## config.mk

```make
export PLATFORM = sky130hd
export DESIGN_NAME = scanTestSeq
export DESIGN_NICKNAME = d
export VERILOG_FILES = /design/src/rtl/scanSeqPkg.sv /design/src/rtl/scanSeqCtrl.sv /design/src/rtl/scanSeqData.sv /design/src/rtl/scanTestSeq.sv
export SDC_FILE = /design/constraint.sdc
export NUM_CORES = 1
export LEC_CHECK = 0
export BUFFER_PORTS_ARGS = -buffer_cell sky130_fd_sc_hd__buf_2
export CAP_MARGIN = 30
export CORE_AREA = 2 2 74 93
export CTS_CLUSTER_SIZE = 12
export DETAILED_ROUTE_END_ITERATION = 7
export DIE_AREA = 0 0 76 95
export GPL_ROUTABILITY_DRIVEN = 0
export SLEW_MARGIN = 10
export SYNTH_ARGS = -nofsm -noshare
export SYNTH_HDL_FRONTEND = slang
export SYNTH_HIERARCHICAL = 1
export SYNTH_SLANG_ARGS = --single-unit
```

## constraint.sdc

```tcl
create_clock -name clk -period 5 [get_ports clk]
set_input_delay 0.75 -clock clk [delete_from_list [all_inputs] [get_ports clk]]
set_output_delay 0.75 -clock clk [all_outputs]
set_load 0.05 [all_outputs]
```

## src/rtl/scanSeqPkg.sv

```systemverilog
package scanSeqPkg;

  typedef enum logic [1:0] {
    ST_IDLE  = 2'd0,
    ST_SHIFT = 2'd1,
    ST_CAPT  = 2'd2
  } seqState_e;

  // strobes from control to datapath
  typedef struct packed {
    logic clear;    // run accepted: reset result state
    logic shift;    // scan shift cycle
    logic unload;   // shift cycle of the final (vector-less) phase
    logic cmpScan;  // shifted-out bits carry a valid response
    logic capture;  // functional capture cycle
  } seqStrobe_t;

endpackage

```

## src/rtl/scanSeqCtrl.sv

```systemverilog
module scanSeqCtrl
  import scanSeqPkg::*;
#(
  parameter int MAX_LEN = 8,
  parameter int VEC_AW  = 2,
  parameter int IDX_W   = 3
) (
  input  logic              clk,
  input  logic              rstN,
  input  logic              start,
  input  logic [VEC_AW:0]   numVec,
  output logic              busy,
  output logic              done,
  output logic              memRdEn,
  output logic [VEC_AW-1:0] memAddr,
  output logic              testCtrl,
  output seqStrobe_t        stb,
  output logic [IDX_W-1:0]  bitIdx
);

  seqState_e         state;
  logic [IDX_W-1:0]  bitCnt;
  logic [VEC_AW:0]   phase;
  logic [VEC_AW:0]   numVecR;
  logic              doneR;

  logic              lastBit;
  logic              lastPhase;
  logic              accept;
  logic [VEC_AW:0]   nextPhase;

  assign lastBit   = (bitCnt == IDX_W'(MAX_LEN - 1));
  assign lastPhase = (phase == numVecR);
  assign accept    = (state == ST_IDLE) && start;
  assign nextPhase = phase + (VEC_AW + 1)'(1);

  always_ff @(posedge clk or negedge rstN) begin
    if (!rstN) begin
      state   <= ST_IDLE;
      bitCnt  <= '0;
      phase   <= '0;
      numVecR <= '0;
      doneR   <= 1'b0;
    end else begin
      doneR <= 1'b0;
      case (state)
        ST_IDLE: begin
          if (start) begin
            numVecR <= numVec;
            phase   <= '0;
            bitCnt  <= '0;
            state   <= ST_SHIFT;
          end
        end
        ST_SHIFT: begin
          if (lastBit) begin
            bitCnt <= '0;
            if (lastPhase) begin
              state <= ST_IDLE;
              doneR <= 1'b1;
            end else begin
              state <= ST_CAPT;
            end
          end else begin
            bitCnt <= bitCnt + IDX_W'(1);
          end
        end
        ST_CAPT: begin
          phase <= nextPhase;
          state <= ST_SHIFT;
        end
        default: state <= ST_IDLE;
      endcase
    end
  end

  // read-ahead: vector 0 on accept, vector k+1 during capture of vector k
  always_comb begin
    memRdEn = 1'b0;
    memAddr = nextPhase[VEC_AW-1:0];
    if (accept) begin
      memRdEn = (numVec != '0);
      memAddr = '0;
    end else if (state == ST_CAPT) begin
      memRdEn = (nextPhase < numVecR);
    end
  end

  assign busy     = (state != ST_IDLE);
  assign done     = doneR;
  assign testCtrl = (state == ST_CAPT);
  assign bitIdx   = bitCnt;

  always_comb begin
    stb         = '0;
    stb.clear   = accept;
    stb.shift   = (state == ST_SHIFT);
    stb.unload  = (state == ST_SHIFT) && lastPhase;
    stb.cmpScan = (state == ST_SHIFT) && (phase != '0);
    stb.capture = (state == ST_CAPT);
  end

  AST_CAPT_SINGLE: assert property (@(posedge clk) disable iff (!rstN)
    testCtrl |=> !testCtrl);
  AST_SHIFT_RUN: assert property (@(posedge clk) disable iff (!rstN)
    (state == ST_SHIFT && !lastBit) |=> (state == ST_SHIFT && !testCtrl));
  AST_PHASE_BOUND: assert property (@(posedge clk) disable iff (!rstN)
    busy |-> (phase <= numVecR));
  AST_DONE_ONE: assert property (@(posedge clk) disable iff (!rstN)
    done |=> !done);
  AST_DONE_IDLE: assert property (@(posedge clk) disable iff (!rstN)
    done |-> !busy);
  AST_START_HELD: assert property (@(posedge clk) disable iff (!rstN)
    (busy && start) |=> (numVecR == $past(numVecR)));
  AST_READ_THEN_SHIFT: assert property (@(posedge clk) disable iff (!rstN)
    memRdEn |=> (state == ST_SHIFT && bitCnt == '0));

endmodule

```

## src/rtl/scanSeqData.sv

```systemverilog
module scanSeqData
  import scanSeqPkg::*;
#(
  parameter int NUM_CHAINS = 2,
  parameter int CHAIN_LEN [NUM_CHAINS] = '{8, 5},
  parameter int MAX_LEN    = 8,
  parameter int IDX_W      = 3,
  parameter int PI_W       = 4,
  parameter int PO_W       = 4,
  parameter int CNT_W      = 8
) (
  input  logic                          clk,
  input  logic                          rstN,
  input  seqStrobe_t                    stb,
  input  logic [IDX_W-1:0]              bitIdx,
  input  logic [NUM_CHAINS*MAX_LEN-1:0] memStim,
  input  logic [PI_W-1:0]               memPi,
  input  logic [NUM_CHAINS*MAX_LEN-1:0] memExpResp,
  input  logic [PO_W-1:0]               memExpPo,
  output logic [NUM_CHAINS-1:0]         scanIn,
  input  logic [NUM_CHAINS-1:0]         scanOut,
  output logic [PI_W-1:0]               piOut,
  input  logic [PO_W-1:0]               poIn,
  output logic                          mismatch,
  output logic [CNT_W-1:0]              mismatchCnt
);

  localparam logic [CNT_W-1:0] CNT_MAX = '1;

  logic [NUM_CHAINS*MAX_LEN-1:0] expReg;
  logic [NUM_CHAINS-1:0]         chainBad;
  logic                          poBad;
  logic                          anyBad;
  logic [IDX_W-1:0]              inIdx;

  // first bit shifted travels furthest: MSB of the field leads
  assign inIdx = IDX_W'(MAX_LEN - 1) - bitIdx;

  for (genvar gc = 0; gc < NUM_CHAINS; gc++) begin : gChain
    localparam int LEN = CHAIN_LEN[gc];
    logic [MAX_LEN-1:0] stimF;
    logic [MAX_LEN-1:0] expF;
    logic [IDX_W-1:0]   outIdx;
    logic               inWindow;

    assign stimF    = memStim[gc*MAX_LEN +: MAX_LEN];
    assign expF     = expReg[gc*MAX_LEN +: MAX_LEN];
    assign outIdx   = IDX_W'(LEN - 1) - bitIdx;
    assign inWindow = ({1'b0, bitIdx} < (IDX_W + 1)'(LEN));

    assign scanIn[gc]   = stb.shift && !stb.unload && stimF[inIdx];
    assign chainBad[gc] = stb.cmpScan && inWindow && (scanOut[gc] != expF[outIdx]);
  end

  assign piOut  = memPi;
  assign poBad  = stb.capture && (poIn != memExpPo);
  assign anyBad = (|chainBad) || poBad;

  always_ff @(posedge clk or negedge rstN) begin
    if (!rstN) begin
      expReg      <= '0;
      mismatch    <= 1'b0;
      mismatchCnt <= '0;
    end else begin
      if (stb.capture) expReg <= memExpResp;
      if (stb.clear) begin
        mismatch    <= 1'b0;
        mismatchCnt <= '0;
      end else if (anyBad) begin
        mismatch <= 1'b1;
        if (mismatchCnt != CNT_MAX) mismatchCnt <= mismatchCnt + CNT_W'(1);
      end
    end
  end

  AST_NO_EARLY_CMP: assert property (@(posedge clk) disable iff (!rstN)
    (!stb.cmpScan && !stb.capture && !stb.clear) |=> (mismatchCnt == $past(mismatchCnt)));
  AST_STICKY: assert property (@(posedge clk) disable iff (!rstN)
    (mismatch && !stb.clear) |=> mismatch);
  AST_CLEAR: assert property (@(posedge clk) disable iff (!rstN)
    stb.clear |=> (!mismatch && mismatchCnt == '0));
  AST_UNLOAD_QUIET: assert property (@(posedge clk) disable iff (!rstN)
    stb.unload |-> (scanIn == '0));

endmodule

```

## src/rtl/scanTestSeq.sv

```systemverilog
module scanTestSeq
  import scanSeqPkg::*;
#(
  parameter int NUM_CHAINS = 2,
  parameter int CHAIN_LEN [NUM_CHAINS] = '{8, 5},
  parameter int PI_W       = 4,
  parameter int PO_W       = 4,
  parameter int VEC_AW     = 2,
  parameter int CNT_W      = 8,
  parameter int MAX_LEN    = 8
) (
  input  logic                          clk,
  input  logic                          rstN,
  input  logic                          start,
  input  logic [VEC_AW:0]               numVec,
  output logic                          busy,
  output logic                          done,
  output logic                          memRdEn,
  output logic [VEC_AW-1:0]             memAddr,
  input  logic [NUM_CHAINS*MAX_LEN-1:0] memStim,
  input  logic [PI_W-1:0]               memPi,
  input  logic [NUM_CHAINS*MAX_LEN-1:0] memExpResp,
  input  logic [PO_W-1:0]               memExpPo,
  output logic                          testCtrl,
  output logic [NUM_CHAINS-1:0]         scanIn,
  input  logic [NUM_CHAINS-1:0]         scanOut,
  output logic [PI_W-1:0]               piOut,
  input  logic [PO_W-1:0]               poIn,
  output logic                          mismatch,
  output logic [CNT_W-1:0]              mismatchCnt
);

  localparam int IDX_W = (MAX_LEN > 1) ? $clog2(MAX_LEN) : 1;

  function automatic int longestChain();
    int m = 1;
    for (int i = 0; i < NUM_CHAINS; i++) if (CHAIN_LEN[i] > m) m = CHAIN_LEN[i];
    return m;
  endfunction

  localparam int LONGEST = longestChain();

  // shift length must equal the longest chain
  initial begin
    AST_LEN_CFG: assert (LONGEST == MAX_LEN);
  end

  seqStrobe_t       stb;
  logic [IDX_W-1:0] bitIdx;

  scanSeqCtrl #(
    .MAX_LEN (MAX_LEN),
    .VEC_AW  (VEC_AW),
    .IDX_W   (IDX_W)
  ) uCtrl (
    .clk      (clk),
    .rstN     (rstN),
    .start    (start),
    .numVec   (numVec),
    .busy     (busy),
    .done     (done),
    .memRdEn  (memRdEn),
    .memAddr  (memAddr),
    .testCtrl (testCtrl),
    .stb      (stb),
    .bitIdx   (bitIdx)
  );

  scanSeqData #(
    .NUM_CHAINS (NUM_CHAINS),
    .CHAIN_LEN  (CHAIN_LEN),
    .MAX_LEN    (MAX_LEN),
    .IDX_W      (IDX_W),
    .PI_W       (PI_W),
    .PO_W       (PO_W),
    .CNT_W      (CNT_W)
  ) uData (
    .clk         (clk),
    .rstN        (rstN),
    .stb         (stb),
    .bitIdx      (bitIdx),
    .memStim     (memStim),
    .memPi       (memPi),
    .memExpResp  (memExpResp),
    .memExpPo    (memExpPo),
    .scanIn      (scanIn),
    .scanOut     (scanOut),
    .piOut       (piOut),
    .poIn        (poIn),
    .mismatch    (mismatch),
    .mismatchCnt (mismatchCnt)
  );

endmodule

```

==> reports/qor.csv, run 1 <==
metric,value,unit
Yosys warnings,6,
status,finished clean,
die width,76,µm
NetSw,589,µW
post-synthesis cell type with the largest combined area,dfrtp_1,
Setup WS pre-CTS,2280,ps
first-pass GRT wire length,7310,µm
largest net degree at the start of global routing,38,
NumNets Final,313,
Setup TNS Final,0,ps
core footprint,6400,µm²
initial antenna violation count,0,
Clock Skew,4.63,ps
"EDFF count, synth",0,
post_cts resized,0,
Critical Path Start Type,register,
crit-path max FO,6,
"Slowest-stage cell, CP",dfrtp_1,
worst slew pin tran,837,ps
sequential power share,35.2,%
register area share after synthesis,42.0,%
CP cell instances,"inv_1, ha_1, ha_1, nor2b_1, o21a_1, o31ai_1, buf_2",
H-tree depth,2,
# setup viols final,0,
Comb pwr share,46.5,%
WL final,4340,µm
Final Max Tran Viols,0,
full die area,7220,µm²
"Hold Vio Cnt, Final",0,
top-area cell type share of the netlist area,42.0,%
Power Dens Cells,556,nW/µm²
top post-synthesis cells by area,"dfrtp_1, mux2_2, mux4_1, ha_1, mux2i_1",
share of post-route cells with drive strength above 1,39.5,%
Rows,33,
Rel. slew slack,44.2,%
I/O Buffers,64,
Final HPWL DP,3260,µm
Crit. End Element,output pin,
post-route setup slack,2100,ps
Worst Hold Class,reg2reg,
post-synth cell types,41,
worst skew pair latency,290,ps
Crit path arrival time,2150,ps
Tcrit/Tclk final,58.0,%
leak pwr,1.29,nW
RSZ-0062 raised after global routing,false,
top_reg_cell synth,dfrtp_1,
CTS tree,built,
syn avg cell area,11.3,µm²
DRC violation count after routing,0,
router iterations before antenna repair,2,
internal power,889,µW
post-cts hold buffer count,0,
switching part of the total power,39.9,%
ratio of routed vias to standard cells,4.86,
"flops & latches, synth",37,
total gr overflow,0,
Overall Power,1.48,mW
vias in the first global route,1588,
Tmin final,2900,ps
root buffer cell,clkbuf_8,
Via Count,1651,
# IOs,73,
Die H,95,µm
Synth Instances,195,
Routed Antenna Nets,0,
Crit path top cell by count,ha_1,
final non-filler cell total,340,
Bufs on Longest Clock Path,2,
Clock Pin Slew Worst Setup and Hold Paths,80,ps
crit-path leading delay family,adder cells,
critical path type,reg2out,
asr flop ratio synth,100,%
Buf/Inv on CP,2,
hold_ws,507,ps
Clock power frac,18.3,%
initial core utilization,34.5,%
DP Area,2540,µm²
critical path's largest stage delay,430,ps
fin util,41.6,%
post-CTS setup buffers,0,
"Req. time, crit path",4250,ps
drt first-iter violations,40,
Antenna Cells,0,
Max Fclk,0.345,GHz
peak supply drop,0.250,mV
Synthesized Nets,256,
max cap viols,0,
Num CTS Buffers,5,
# clock sinks,37,
Inst Count DP,332,
post-route cell area,2660,µm²
Global Route Usage Sum,12.7,%
wire per inst,12.8,µm
Post-Syn Area,2210,µm²
Synth-to-Final Area Change,20.6,%
## power groups by stage
stage               clock, mW  combinational, mW  sequential [mW]
finish                  0.271              0.687            0.521
global route            0.290              0.755            0.544
CTS                     0.280              0.696            0.526
detailed placement          0              0.693            0.531
global placement            0              0.682            0.527
floorplan                   0              0.600            0.499
## cell usage in the layout, fill, tap and decap left out, drive strengths merged, types with 2 or more instances in the layout
cell    netlist  layout
buf          10      65
mux4          7       7
a21oi         7       7
o41ai         2       2
nand3         2       2
xor2          9       9
inv          13      13
mux2         18      18
or3           5       5
nor3          2       2
and3          3       3
nand4         3       3
nand2        13      13
o31ai         2       2
nor2b         4       4
nor3b         2       2
mux2i         8       8
clkbuf        5       6
o21ai        12      12
dfrtp        37      37
nand2b        4       4
nor2          5       5
ha            9       9
## area by class of cell
cell class,count,area [µm²]
Clock buffer,6,82.6
Clock inverter,2,37.5
Fill cell,644,3740
Inverter,13,48.8
Multi-Input combinational cell,130,1130
Sequential cell,37,926
Tap cell,87,109
Timing Repair Buffer,65,328
## cells in the mapped netlist, drive strengths merged (2+ instances only)
cell    count
xor2        9
clkbuf      5
nor3        2
nand2b      4
o21ai      12
and3        3
inv        13
mux4        7
a21oi       7
nor3b       2
ha          9
o31ai       2
nor2        5
buf        10
o41ai       2
nand3       2
or3         5
mux2i       8
dfrtp      37
nand4       3
nand2      13
nor2b       4
mux2       18
## state kept, by name, indices dropped and copies added (netlist names)
signal	cells
uCtrl/numVecR	3
uCtrl/done	1
uCtrl/state	2
uData/mismatchCnt	8
uCtrl/phase	3
uData/expReg	16
uData/mismatch	1
uCtrl/bitIdx	3
## worst paths after layout
check	from	end	cells after the start	slack, ps
min in group asynchronous	rstN	uData/expReg[3]$_DFFE_PN0P_	1	560
worst max register to register	uCtrl/bitIdx[0]$_DFFE_PN0P_	uData/mismatchCnt[7]$_DFFE_PN0P_	8	2290
max in group asynchronous	rstN	uCtrl/numVecR[2]$_DFFE_PN0P_	1	3910
worst max-delay path	uCtrl/phase[0]$_DFFE_PN0P_	memRdEn	7	2100
worst min-delay path	uData/expReg[10]$_DFFE_PN0P_	uData/expReg[10]$_DFFE_PN0P_	1	510
worst min register to register	uData/expReg[10]$_DFFE_PN0P_	uData/expReg[10]$_DFFE_PN0P_	1	510
## routing by layer
| layer | GRT usage, % | up-vias | routed length, µm |
|---|---|---|---|
| met3 | 3.35 | 5 | 204 |
| met4 | 4.09 | 0 | 46 |
| met1 | 14.9 | 799 | 1890 |
| met5 | 0 | - | 0 |
| met2 | 22.8 | 45 | 2200 |
| li1 | - | 802 | - |
## kinds of logic (layout without fill, tap and decap cells)
family	after synthesis	after routing	synth area share [%]
mux	33	33	21.0
fa+ha+maj	9	9	5.11
flops	37	37	42.0
buf+inv	28	86	6.81
xor+xnor	10	10	3.97
simple gates	48	48	12.0
compound gates	30	30	9.13
No activity file was read; power rests on OpenSTA's default activity.
==> run 2, diff against run 1 <==
Clock period 5 ns to 2.33 ns, I/O delays scaled along.
==> run 2 against run 1 <==
Net effect: the run now ends with negative setup slack left; sequential power rose by 100%; die area did not move; worst setup slack got worse by 2100 ps; non-clock buffer count rose by 16; power rose by 140%; largest cell class unchanged; largest power group unchanged.
==> reports/qor.csv, run 2 (same netlist as run 1, synthesis figures left out) <==
metric,value,unit,change
root buffer cell,clkbuf_8,,
initial core utilization,34.5,%,unchanged
share of post-route cells with drive strength above 1,48.7,%,+9.2 points
worst skew pair latency,300,ps,about the same
Crit. End Element,register,,
ratio of routed vias to standard cells,4.88,,+0.54%
Worst setup startpoint,uCtrl/bitIdx[0]$_DFFE_PN0P_,,
Worst Hold Class,in2async,,
GR Layer Usage met2,26.2,%,+3.3 points
Rel. slew slack,66.3,%,+22 points
peak supply drop,0.597,mV,+140%
"commonest non-fill, non-tap cell in the layout",buf_2,,
"Req. time, crit path",2560,ps,-1690 ps
first-pass GRT wire length,7920,µm,+8.3%
Tcrit/Tclk final,101,%,
core footprint,6400,µm²,unchanged
Via Count,1738,,+5.3%
most frequent cells in the layout,"buf_2, dfrtp_1, mux2_2",,
largest net degree at the start of global routing,23,,-39%
crit-path leading delay family,multiplexers,,
drt first-iter violations,68,,+70%
grt met3 use,3.25,%,-0.096 points
vias in the first global route,1711,,+7.7%
Buf/Inv on CP,1,,-1
max FFs per register,16,,unchanged
Reg with most FFs,uData/expReg,,
full die area,7220,µm²,unchanged
GRT busiest layer,met2,,
Clock Skew,8.27,ps,+3.64 ps
# clock sinks,37,,unchanged
CP cell instances,"buf_12, mux2i_1, mux4_2, xor2_1, o221a_4, or4_1, a21oi_2",,
top flop regs,"uData/expReg x16, uData/mismatchCnt x8",,
CTS tree,built,,
initial antenna violation count,0,,unchanged
total gr overflow,0,,unchanged
Routed Antenna Nets,0,,unchanged
Num CTS Buffers,5,,unchanged
met1 global-route usage,15.5,%,+0.60 points
FF-to-FF Start,uCtrl/bitIdx[0]$_DFFE_PN0P_,,
FF-to-FF path depth,7,,-1
Global Route Usage Sum,14.0,%,+1.3 points
Final Max Tran Viols,0,,unchanged
# setup viols final,2,,+2
Setup WS pre-CTS,-19.5,ps,-2300 ps
post-route cell area,2900,µm²,+9.1%
Max Fclk,0.426,GHz,
NumNets Final,329,,+5.1%
Tmin final,2350,ps,
Rows,33,,unchanged
Worst path depth,7,,unchanged
Bufs on Longest Clock Path,2,,unchanged
router iterations before antenna repair,4,,+2
"Hold Vio Cnt, Final",0,,unchanged
post-route setup slack,-18.9,ps,-2120 ps
Clock Pin Slew Worst Setup and Hold Paths,80,ps,about the same
I/O Buffers,64,,unchanged
WL final,5000,µm,+15%
status,"finished, violations left",,
Die H,95,µm,unchanged
"Slowest-stage cell, CP",or4_1,,
Final HPWL DP,3840,µm,+18%
Synth-to-Final Area Change,31.6,%,
RSZ-0062 raised after global routing,true,,
Critical Path Start Type,register,,
max cap viols,0,,unchanged
hold_ws,14.8,ps,-492 ps
die width,76,µm,unchanged
# IOs,73,,unchanged
DRC violation count after routing,0,,unchanged
leak pwr,1.36,nW,+5.6%
critical path type,reg2reg,,
Crit path arrival time,2580,ps,+430 ps
H-tree depth,2,,unchanged
Antenna Cells,0,,unchanged
crit-path max FO,10,,+4
worst slew pin tran,506,ps,-331 ps
post-cts hold buffer count,0,,unchanged
DP Area,2660,µm²,+4.6%
Power Dens Cells,1230,nW/µm²,+120%
wire per inst,14.0,µm,+10%
Setup TNS Final,-31.1,ps,-31.1 ps
critical path's largest stage delay,530,ps,+100 ps
violated checks,negative setup slack,,
-- run 2: cell types whose count changed in the layout (fill, tap and decap cells not counted), sizes merged --
cell and change:
clkinvlp +1, inv -1, buf +16
-- run 2: layout make-up --
cell class | instances | area, µm²
clock buffer | 6 | 82.6
tap | 87 | 109
inverter | 13 | 52.6
clock inverter | 2 | 37.5
multi-input combinational | 130 | 1220
sequential | 37 | 927
fill | 612 | 3500
timing repair buffer | 81 | 473
-- run 2: timing repair --
action,CTS,global route
setup endpoints to repair,5,10
pin swaps,0,2
resized for setup,4,13
endpoints found under the hold margin,0,0
buffers inserted,1,4
-- run 2: report_power, final --
part           internal, mW  switching (mW)  total (mW)  leakage (nW)
Combinational         0.933           0.990        1.92         0.836
Sequential            0.879           0.184        1.06         0.465
Clock                 0.348           0.236       0.584        0.0574
Total                  2.16            1.41        3.57          1.36
-- run 2: per-layer routing --
layer | share of wire [%] | wire length, µm
met5 | 0 | 0
met4 | 1.8 | 89
met3 | 3.8 | 192
met2 | 55 | 2730
met1 | 40 | 1980
-- run 2: final timing paths --
path                                                         end  slack, ps
worst min register to register       uData/expReg[3]$_DFFE_PN0P_        510
worst min-delay path                uData/expReg[12]$_DFFE_PN0P_         10
worst max register to register  uData/mismatchCnt[7]$_DFFE_PN0P_        -20
max in group asynchronous             uCtrl/state[0]$_DFFE_PN0P_       1700
worst max-delay path            uData/mismatchCnt[7]$_DFFE_PN0P_        -20
min in group clk                    uData/expReg[11]$_DFFE_PN0P_        280
-- run 2: metrics by stage --
stage / instances / total power, mW / util, %
3_3_place_gp: 343 / 2.79 / 41.5
2_1_floorplan: 195 / 2.39 / -
5_1_grt: 356 / 3.82 / 45.4
3_5_place_dp: 343 / 2.84 / 41.5
6_report: 356 / 3.57 / 45.4
4_1_cts: 352 / 3.45 / 43.9
